**src/rtl/ftzbt_pkg.sv**
```systemverilog
package ftzbt_pkg;
  localparam int LANES  = 4;
  localparam int LANE_W = 9;
  localparam int WORD_W = LANES * LANE_W;
  localparam int BEAT_W = 2;

  typedef enum logic {
    ACC_RD = 1'b0,
    ACC_WR = 1'b1
  } acc_e;

  // Strobes from control to datapath
  typedef struct packed {
    logic             commitWr;
    logic [LANES-1:0] laneMask;
    logic             driveRd;
  } ctl_strobe_t;
endpackage

```
**src/rtl/ftzbt_burst.sv**
```systemverilog
module ftzbt_burst
  import ftzbt_pkg::*;
#(
  parameter int BW = BEAT_W
) (
  input  logic [BW-1:0] startLow,
  input  logic [BW-1:0] beat,
  input  logic          linearMode,
  output logic [BW-1:0] lowBits
);
  logic [BW-1:0] linNext;
  logic [BW-1:0] xorNext;

  assign linNext = startLow + beat;   // wraps inside the block
  assign xorNext = startLow ^ beat;

  always_comb begin
    lowBits = linearMode ? linNext : xorNext;
  end
endmodule

```
**src/rtl/ftzbt_ctrl.sv**
```systemverilog
module ftzbt_ctrl
  import ftzbt_pkg::*;
#(
  parameter int ADDR_W = 6
) (
  input  logic              clk,
  input  logic              rstN,
  input  logic              clkEnN,
  input  logic              ceN,
  input  logic              ce2,
  input  logic              ce2N,
  input  logic              rdWrN,
  input  logic              advLdN,
  input  logic [LANES-1:0]  byteWeN,
  input  logic              linearMode,
  input  logic              outEnN,
  input  logic [ADDR_W-1:0] addr,
  output ctl_strobe_t       stb,
  output logic [ADDR_W-1:0] curAddr,
  output logic              activeQ,
  output logic              writeQ
);
  localparam int HI_W = ADDR_W - BEAT_W;

  acc_e              accQ;
  logic [ADDR_W-1:0] baseQ;
  logic [BEAT_W-1:0] beatQ;
  logic [LANES-1:0]  maskQ;
  logic [BEAT_W-1:0] lowBits;

  logic stepEn;
  logic selected;
  logic isLoad;

  assign stepEn   = !clkEnN;
  assign selected = !ceN && ce2 && !ce2N;
  assign isLoad   = !advLdN;

  always_ff @(posedge clk) begin
    if (!rstN) begin
      activeQ <= 1'b0;
      accQ    <= ACC_RD;
      baseQ   <= '0;
      beatQ   <= '0;
      maskQ   <= '0;
    end else if (stepEn) begin
      if (isLoad) begin
        activeQ <= selected;
        if (selected) begin
          accQ  <= rdWrN ? ACC_RD : ACC_WR;
          baseQ <= addr;
          beatQ <= '0;
          maskQ <= ~byteWeN;
        end
      end else if (activeQ) begin
        beatQ <= beatQ + 1'b1;
        maskQ <= ~byteWeN;
      end
    end
  end

  ftzbt_burst #(.BW(BEAT_W)) burst_i (
    .startLow  (baseQ[BEAT_W-1:0]),
    .beat      (beatQ),
    .linearMode(linearMode),
    .lowBits   (lowBits)
  );

  logic [HI_W-1:0] hiBits;
  assign hiBits  = baseQ[ADDR_W-1:BEAT_W];
  assign curAddr = {hiBits, lowBits};
  assign writeQ  = (accQ == ACC_WR);

  always_comb begin
    stb.commitWr = stepEn && activeQ && (accQ == ACC_WR);
    stb.laneMask = maskQ;
    stb.driveRd  = activeQ && (accQ == ACC_RD) && !outEnN;
  end
endmodule

```
**src/rtl/ftzbt_data.sv**
```systemverilog
module ftzbt_data
  import ftzbt_pkg::*;
#(
  parameter int ADDR_W = 6
) (
  input  logic              clk,
  input  ctl_strobe_t       stb,
  input  logic [ADDR_W-1:0] curAddr,
  input  logic [WORD_W-1:0] wrData,
  output logic [WORD_W-1:0] rdData
);
  localparam int DEPTH = 1 << ADDR_W;

  logic [WORD_W-1:0] mem [DEPTH];

  always_ff @(posedge clk) begin
    if (stb.commitWr) begin
      for (int l = 0; l < LANES; l++) begin
        if (stb.laneMask[l]) begin
          mem[curAddr][l*LANE_W +: LANE_W] <= wrData[l*LANE_W +: LANE_W];
        end
      end
    end
  end

  always_comb begin
    rdData = stb.driveRd ? mem[curAddr] : '0;
  end
endmodule

```
**src/rtl/ftzbt_sram.sv**
```systemverilog
module ftzbt_sram
  import ftzbt_pkg::*;
#(
  parameter int ADDR_W = 6
) (
  input  logic              clk,
  input  logic              rstN,
  input  logic              clkEnN,
  input  logic              ceN,
  input  logic              ce2,
  input  logic              ce2N,
  input  logic              rdWrN,
  input  logic              advLdN,
  input  logic [LANES-1:0]  byteWeN,
  input  logic              linearMode,
  input  logic              outEnN,
  input  logic [ADDR_W-1:0] addr,
  input  logic [WORD_W-1:0] wrData,
  output logic [WORD_W-1:0] rdData
);
  ctl_strobe_t       stb;
  logic [ADDR_W-1:0] curAddr;
  logic              activeQ;
  logic              writeQ;

  ftzbt_ctrl #(.ADDR_W(ADDR_W)) ctrl_i (
    .clk       (clk),
    .rstN      (rstN),
    .clkEnN    (clkEnN),
    .ceN       (ceN),
    .ce2       (ce2),
    .ce2N      (ce2N),
    .rdWrN     (rdWrN),
    .advLdN    (advLdN),
    .byteWeN   (byteWeN),
    .linearMode(linearMode),
    .outEnN    (outEnN),
    .addr      (addr),
    .stb       (stb),
    .curAddr   (curAddr),
    .activeQ   (activeQ),
    .writeQ    (writeQ)
  );

  ftzbt_data #(.ADDR_W(ADDR_W)) data_i (
    .clk    (clk),
    .stb    (stb),
    .curAddr(curAddr),
    .wrData (wrData),
    .rdData (rdData)
  );
endmodule

```
**config.mk**
```make
export PLATFORM = sky130hd
export DESIGN_NAME = ftzbt_sram
export DESIGN_NICKNAME = d
export VERILOG_FILES = /design/src/rtl/ftzbt_pkg.sv /design/src/rtl/ftzbt_burst.sv /design/src/rtl/ftzbt_ctrl.sv /design/src/rtl/ftzbt_data.sv /design/src/rtl/ftzbt_sram.sv
export SDC_FILE = /design/constraint.sdc
export NUM_CORES = 2
export LEC_CHECK = 0
export BUFFER_PORTS_ARGS = -buffer_cell sky130_fd_sc_hd__buf_2
export CAP_MARGIN = 30
export CORE_MARGIN = 5
export CORE_UTILIZATION = 45
export DETAILED_ROUTE_END_ITERATION = 7
export SLEW_MARGIN = 30
export SYNTH_ARGS = -nofsm -noshare
export SYNTH_HDL_FRONTEND = slang
export SYNTH_SLANG_ARGS = --single-unit
```
**constraint.sdc**
```tcl
create_clock -name clk -period 3.2 [get_ports clk]
set_input_delay 0 -clock clk [delete_from_list [all_inputs] [get_ports clk]]
set_output_delay 0 -clock clk [all_outputs]
set_load 0.01 [all_outputs]
```
# Yosys cells after proc, flatten, opt, wreduce, memory -nomap -nowiden
# Memories as Yosys holds them, arrays and structs flattened.
# Index checks and enable logic that the tools add are counted.
[op_classes] n_addsub=2 eq_ne=1 muxes=21 bitwise_logic=5 n_reduce_logical=14
[ops] operator="36-bit 2-to-1 mux" count=1
[ops] operator="1-bit 2-to-1 mux" count=13
[ops] operator="4-bit 2-to-1 mux" count=3
[ops] operator="2-bit 2-to-1 mux" count=4
[ops] operator="1-bit logical AND" count=6
[ops] operator="3-bit AND reduction" count=2
[ops] operator="1-bit logical NOT" count=4
[ops] operator="4-bit inverter" count=1
[ops] operator="1-bit inverter" count=3
[ops] operator="2-bit by 1-bit adder with 2-bit output (second input constant)" count=1
[ops] operator="2-bit adder" count=1
[ops] operator="2-bit by 1-bit inequality test with 1-bit output (second input constant)" count=1
[ops] operator="2-bit AND reduction" count=1
[ops] operator="2-bit nonzero test" count=1
[ops] operator="2-bit XOR" count=1
[word_totals] regBits=14 ramBits=2304 elab_cells=49 memories=1
[mem_list] memory="data_i.mem" words=64 width=36 rd=1 rd_ports_with_merged_regs=0 write_ports=1 line_no="ftzbt_data.sv:14" source="logic [WORD_W-1:0] mem [DEPTH];"

# Longest topological paths before layout
[logic_depth] word_depth=5 depth_mapped=13

# By module
# A second synthesis with hierarchy kept.
[unflattened] cells_unflattened=5243 hier_area_um2=89022.9
[modules_own_cells] module="ftzbt_data" n_inst=1 cells_per_inst=5166 area_per_inst_um2=88342.2 seq_area_each_um2=69186.4
[modules_own_cells] module="ftzbt_ctrl" n_inst=1 cells_per_inst=72 area_per_inst_um2=643.1 seq_area_each_um2=280.3
[modules_own_cells] module="ftzbt_burst" n_inst=1 cells_per_inst=5 area_per_inst_um2=37.5 seq_area_each_um2=0.0

# Worst setup path after synthesis
# No wires, ideal clock.
[synth_timing] kind="reg-to-reg" startpoint="reg ctrl_i.beatQ[0]" endpoint="mem data_i.mem[42][10] in the netlist's numbering (enable)" setup_ns=0.374 t_arrival_ns=2.465 required_time_ns=2.826 path_slack_ns=0.360 path_stages_with_launch=11 synth_period_minus_slack_ns=2.840 path_cell_list="dfxtp_1 ha_1 and2_1 clkbuf_1 xnor2_4 buf_6 buf_4 nand2_1 clkbuf_1 buf_1 nor2_1"
[synth_via] elab_chain_cells=2 word_cells_on_any_way=3 cone_classes="add/sub: 1; mux: 1; bitwise: 1"
[synth_lines] element="from (decl)" line_no="ftzbt_ctrl.sv:27" source="logic [BEAT_W-1:0] beatQ;"
[synth_lines] element="from (signal assigned)" line_no="ftzbt_ctrl.sv:56" source="beatQ <= beatQ + 1'b1;"
[synth_lines] element="2-bit adder / 2-bit XOR (equally long branches)" line_no="ftzbt_burst.sv:14, ftzbt_burst.sv:15"
[synth_lines] element="2-bit 2-to-1 mux (*)" line_no="ftzbt_burst.sv:18" source="lowBits = linearMode ? linNext : xorNext;"
[synth_lines] element="to (decl)" line_no="ftzbt_data.sv:14"
# Every way passes the cells marked *; elsewhere a longest branch is shown, timed or not.

# Worst setup path after layout
[layout_timing] startpoint="reg ctrl_i.beatQ[0]" endpoint="out rdData[28]"
[layout_via] elab_chain_cells=4 word_cells_on_any_way=5 cone_classes="add/sub: 1; mux: 2; bitwise: 1; memory: 1"
[layout_lines] element="2-bit adder / 2-bit XOR (equally long branches)" line_no="ftzbt_burst.sv:14, ftzbt_burst.sv:15"
[layout_lines] element="2-bit 2-to-1 mux (*)" line_no="ftzbt_burst.sv:18"
[layout_lines] element="memory 64 x 36 bit (*)"
[layout_lines] element="36-bit 2-to-1 mux (*)" line_no="ftzbt_data.sv:27" source="rdData = stb.driveRd ? mem[curAddr] : '0;"
[layout_lines] element="to (decl)" line_no="ftzbt_sram.sv:19" source="output logic [WORD_W-1:0] rdData"
# Marks and branches as above.

==> summary.txt <==
Clock tree
  – H-tree depth: 4
  – CTS Buf Count: 233
  – Worst skew pair latency: 870 ps
  – Root buffer cell: clkbuf_16
  – Clock tree sinks: 2318
  – CTS tree: done
  – CTS max path bufs: 3
  – Clk slew on worst S/H paths: 60 ps

Run status
  – Outcome: finished with violations
  – Failing checks: negative setup slack

Global routing
  – Vias in the first global route: 54672
  – Initial antenna violation count: 13
  – GRT overflow: 0
  – Met3 usage: 0.0518
  – GRT Total Usage: 0.268
  – First-pass GRT wire length: 405 mm
  – Largest net degree at the start of global routing: 56
  – Grt met2 use: 0.417
  – Layer with the highest usage: met2
  – Met1 Use GR: 0.377

Floorplan
  – Core Area: 199000 um2
  – Row count: 164
  – Initial core utilization: 0.451
  – Die ar.: 209000 um2
  – Die Ht: 457 um
  – Ports: 92
  – Die X: 457 um

Detailed routing
  – Wirelength per Cell: 30.9 um
  – # DRC: 0
  – Post-route ant nets: 0
  – Post-Route WL: 288 mm
  – Routed vias/inst: 6.05
  – DRT iter0 DRCs: 7555
  – Via count: 56399
  – Detailed Routing Iterations Pass 1: 6

Power
  – Max VDD drop: 0.000525 V
  – Pwr Total: 62.1 mW
  – Power Dens Cells: 542 nW/um2
  – Leakage power: 37.5 nW

STA
  – Setup violators final: 36
  – Hold_ws: 108 ps
  – Setup TNS Final: -20490 ps
  – Worst-margin pin slew: 1010 ps
  – Final hold violation count: 0
  – RSZ-0062 raised after global routing: true
  – Final worst slack: -709 ps
  – Worst slew margin relative to its limit: 0.323
  – Max Freq: 0.256 GHz
  – Clk_skew: 46.1 ps
  – Fin crit share: 1.22
  – Minimum clock period: 3910 ps
  – Pins over their slew limit: 0

Place
  – Placed Instances: 8605
  – Final RePlAce weighted congestion: 0.888
  – # port buffers: 91
  – Post-DP HPWL: 182 mm

Critical path
  – Worst setup EP type: output port
  – CP Class: flip-flop to output port
  – Max FO, Critical Path: 8
  – CP Data Required Time: 3200 ps
  – CP startpoint kind: flip-flop
  – CP arrival: 3910 ps

Yosys
  – Synth cell types: 72
  – Cell taking the most area after synthesis: edfxtp_1
  – FF+latch count, synth: 2318
  – Post-Syn Area per Cell: 16.8 um2
  – Post-synthesis sequential area ratio: 0.772
  – Asr flop ratio synth: 0
  – Mapped Cells: 5349
  – Share of the synthesized area in the top cell type: 0.769
  – Dominant cell by count in the synthesized netlist: edfxtp_1
  – Syn nets: 5406
  – Post-synth EDFFs: 2304
  – Main synth FF type: edfxtp_1
  – Most frequent cells after synthesis: edfxtp_1, nand2_1, nor2_1
  – Synth Cell Area: 90000 um2
  – Top cells by area, synth: edfxtp_1, mux4_2, nand2_1
  – Ys Warns: 0

Finish
  – Layout area overhead: 27.2%
  – Fraction of layout cells with a size suffix above 1: 0.323
  – Fin nets: 6525
  – Fin util: 0.574
  – Final Non-Filler Cells: 9325

Flow run
  – MaxCap Viol Count: 0

Hold path
  – Worst min path class: primary input to flip-flop
## placed cells by master (no fill, tap or decap), types with 69 or more instances in the layout
cell type / synthesis / layout
edfxtp_1: 2304 / 2304
buf_4: 20 / 811
nand2_1: 739 / 702
nor2_1: 394 / 359
mux4_2: 256 / 256
clkbuf_16: 0 / 248
nand3_1: 197 / 159
mux2i_1: 149 / 144
buf_12: 0 / 109
nor3_1: 119 / 103
buf_6: 2 / 99
a31oi_1: 114 / 85
dlygate4sd3_1: 0 / 84
o22ai_1: 111 / 69
## kinds of logic (layout without fill, tap and decap cells)
family,after synthesis,in the layout,synth area share
muxes,425,425,0.0832
buffers and inverters,345,1661,0.0171
DFF,2318,2318,0.772
other,0,3,0
xor gates and xnor gates,4,4,0.000849
AOI/OAI and AO/OA,630,630,0.0485
and+or+nand+nor,1626,1627,0.0779
adders and majority gates,1,1,0.000139
## metal layers
metal | vias up | wire, um
met5 | - | 0
met4 | 0 | 11800
met3 | 537 | 31000
met2 | 3354 | 134000
met1 | 29098 | 111000
li1 | 23410 | -
## flip-flops by register name, summed over array words and instances (netlist names)
| name | cells |
|---|---|
| ctrl_i.activeQ | 1 |
| ctrl_i.baseQ | 6 |
| ctrl_i.writeQ | 1 |
| data_i.mem | 2304 |
| ctrl_i.beatQ | 2 |
| ctrl_i.maskQ | 4 |
## worst paths after layout
kind | from | endpoint | slack (ps) | depth (start not counted)
setup reg to reg | ctrl_i.beatQ[0]$_SDFFE_PN0P_ | data_i.mem[20][20]$_DFFE_PP_ | 320 | 10
hold / removal | rstN | ctrl_i.beatQ[0]$_SDFFE_PN0P_ | 110 | 3
setup / recovery | ctrl_i.beatQ[0]$_SDFFE_PN0P_ | rdData[28] | -710 | 15
hold reg to reg | ctrl_i.beatQ[0]$_SDFFE_PN0P_ | ctrl_i.beatQ[0]$_SDFFE_PN0P_ | 850 | 4
## repair_timing
item	in CTS	in global routing
endpoints found under the hold margin	1612	0
hold buffers	84	0
setup endpoints to repair	36	36
cloned	24	14
resized for setup	500	262
buffers inserted	109	84
pin swaps	136	148
## layout make-up
cell class	count	area (um2)
repair buffers	1226	12200
multi-input cells	2687	21900
well taps	2656	3320
diodes	3	7.51
clock buffers	287	6100
flip-flops and latches	2318	69500
inverters	2	10.0
clock inverters	146	1410
fillers	14951	84800
## per-stage QoR
step	worst slack, ps	area, um2
2_1_floorplan	360	90000
3_3_place_gp	-799	99800
3_5_place_dp	-589	99800
4_1_cts	-726	112000
5_1_grt	-806	114000
6_report	-709	114000
## critical path: stages (launching register included)
cell	delay [ps]
dfxtp_2	350
ha_4	140
and2_4	210
xnor2_4	140
buf_12	150
buf_16	120
buf_8	100
buf_4	110
buf_6	110
buf_8	120
nand2_1	70
a32oi_2	210
nand4_1	280
nor4_4	510
and4_1	280
buf_2	140
## report_power, final
group / internal, mW / switching [mW]
registers: 33.4 / 0.00393
clock network: 15.4 / 11.6
logic: 0.556 / 1.12
No activity file was read; power rests on OpenSTA's default activity.
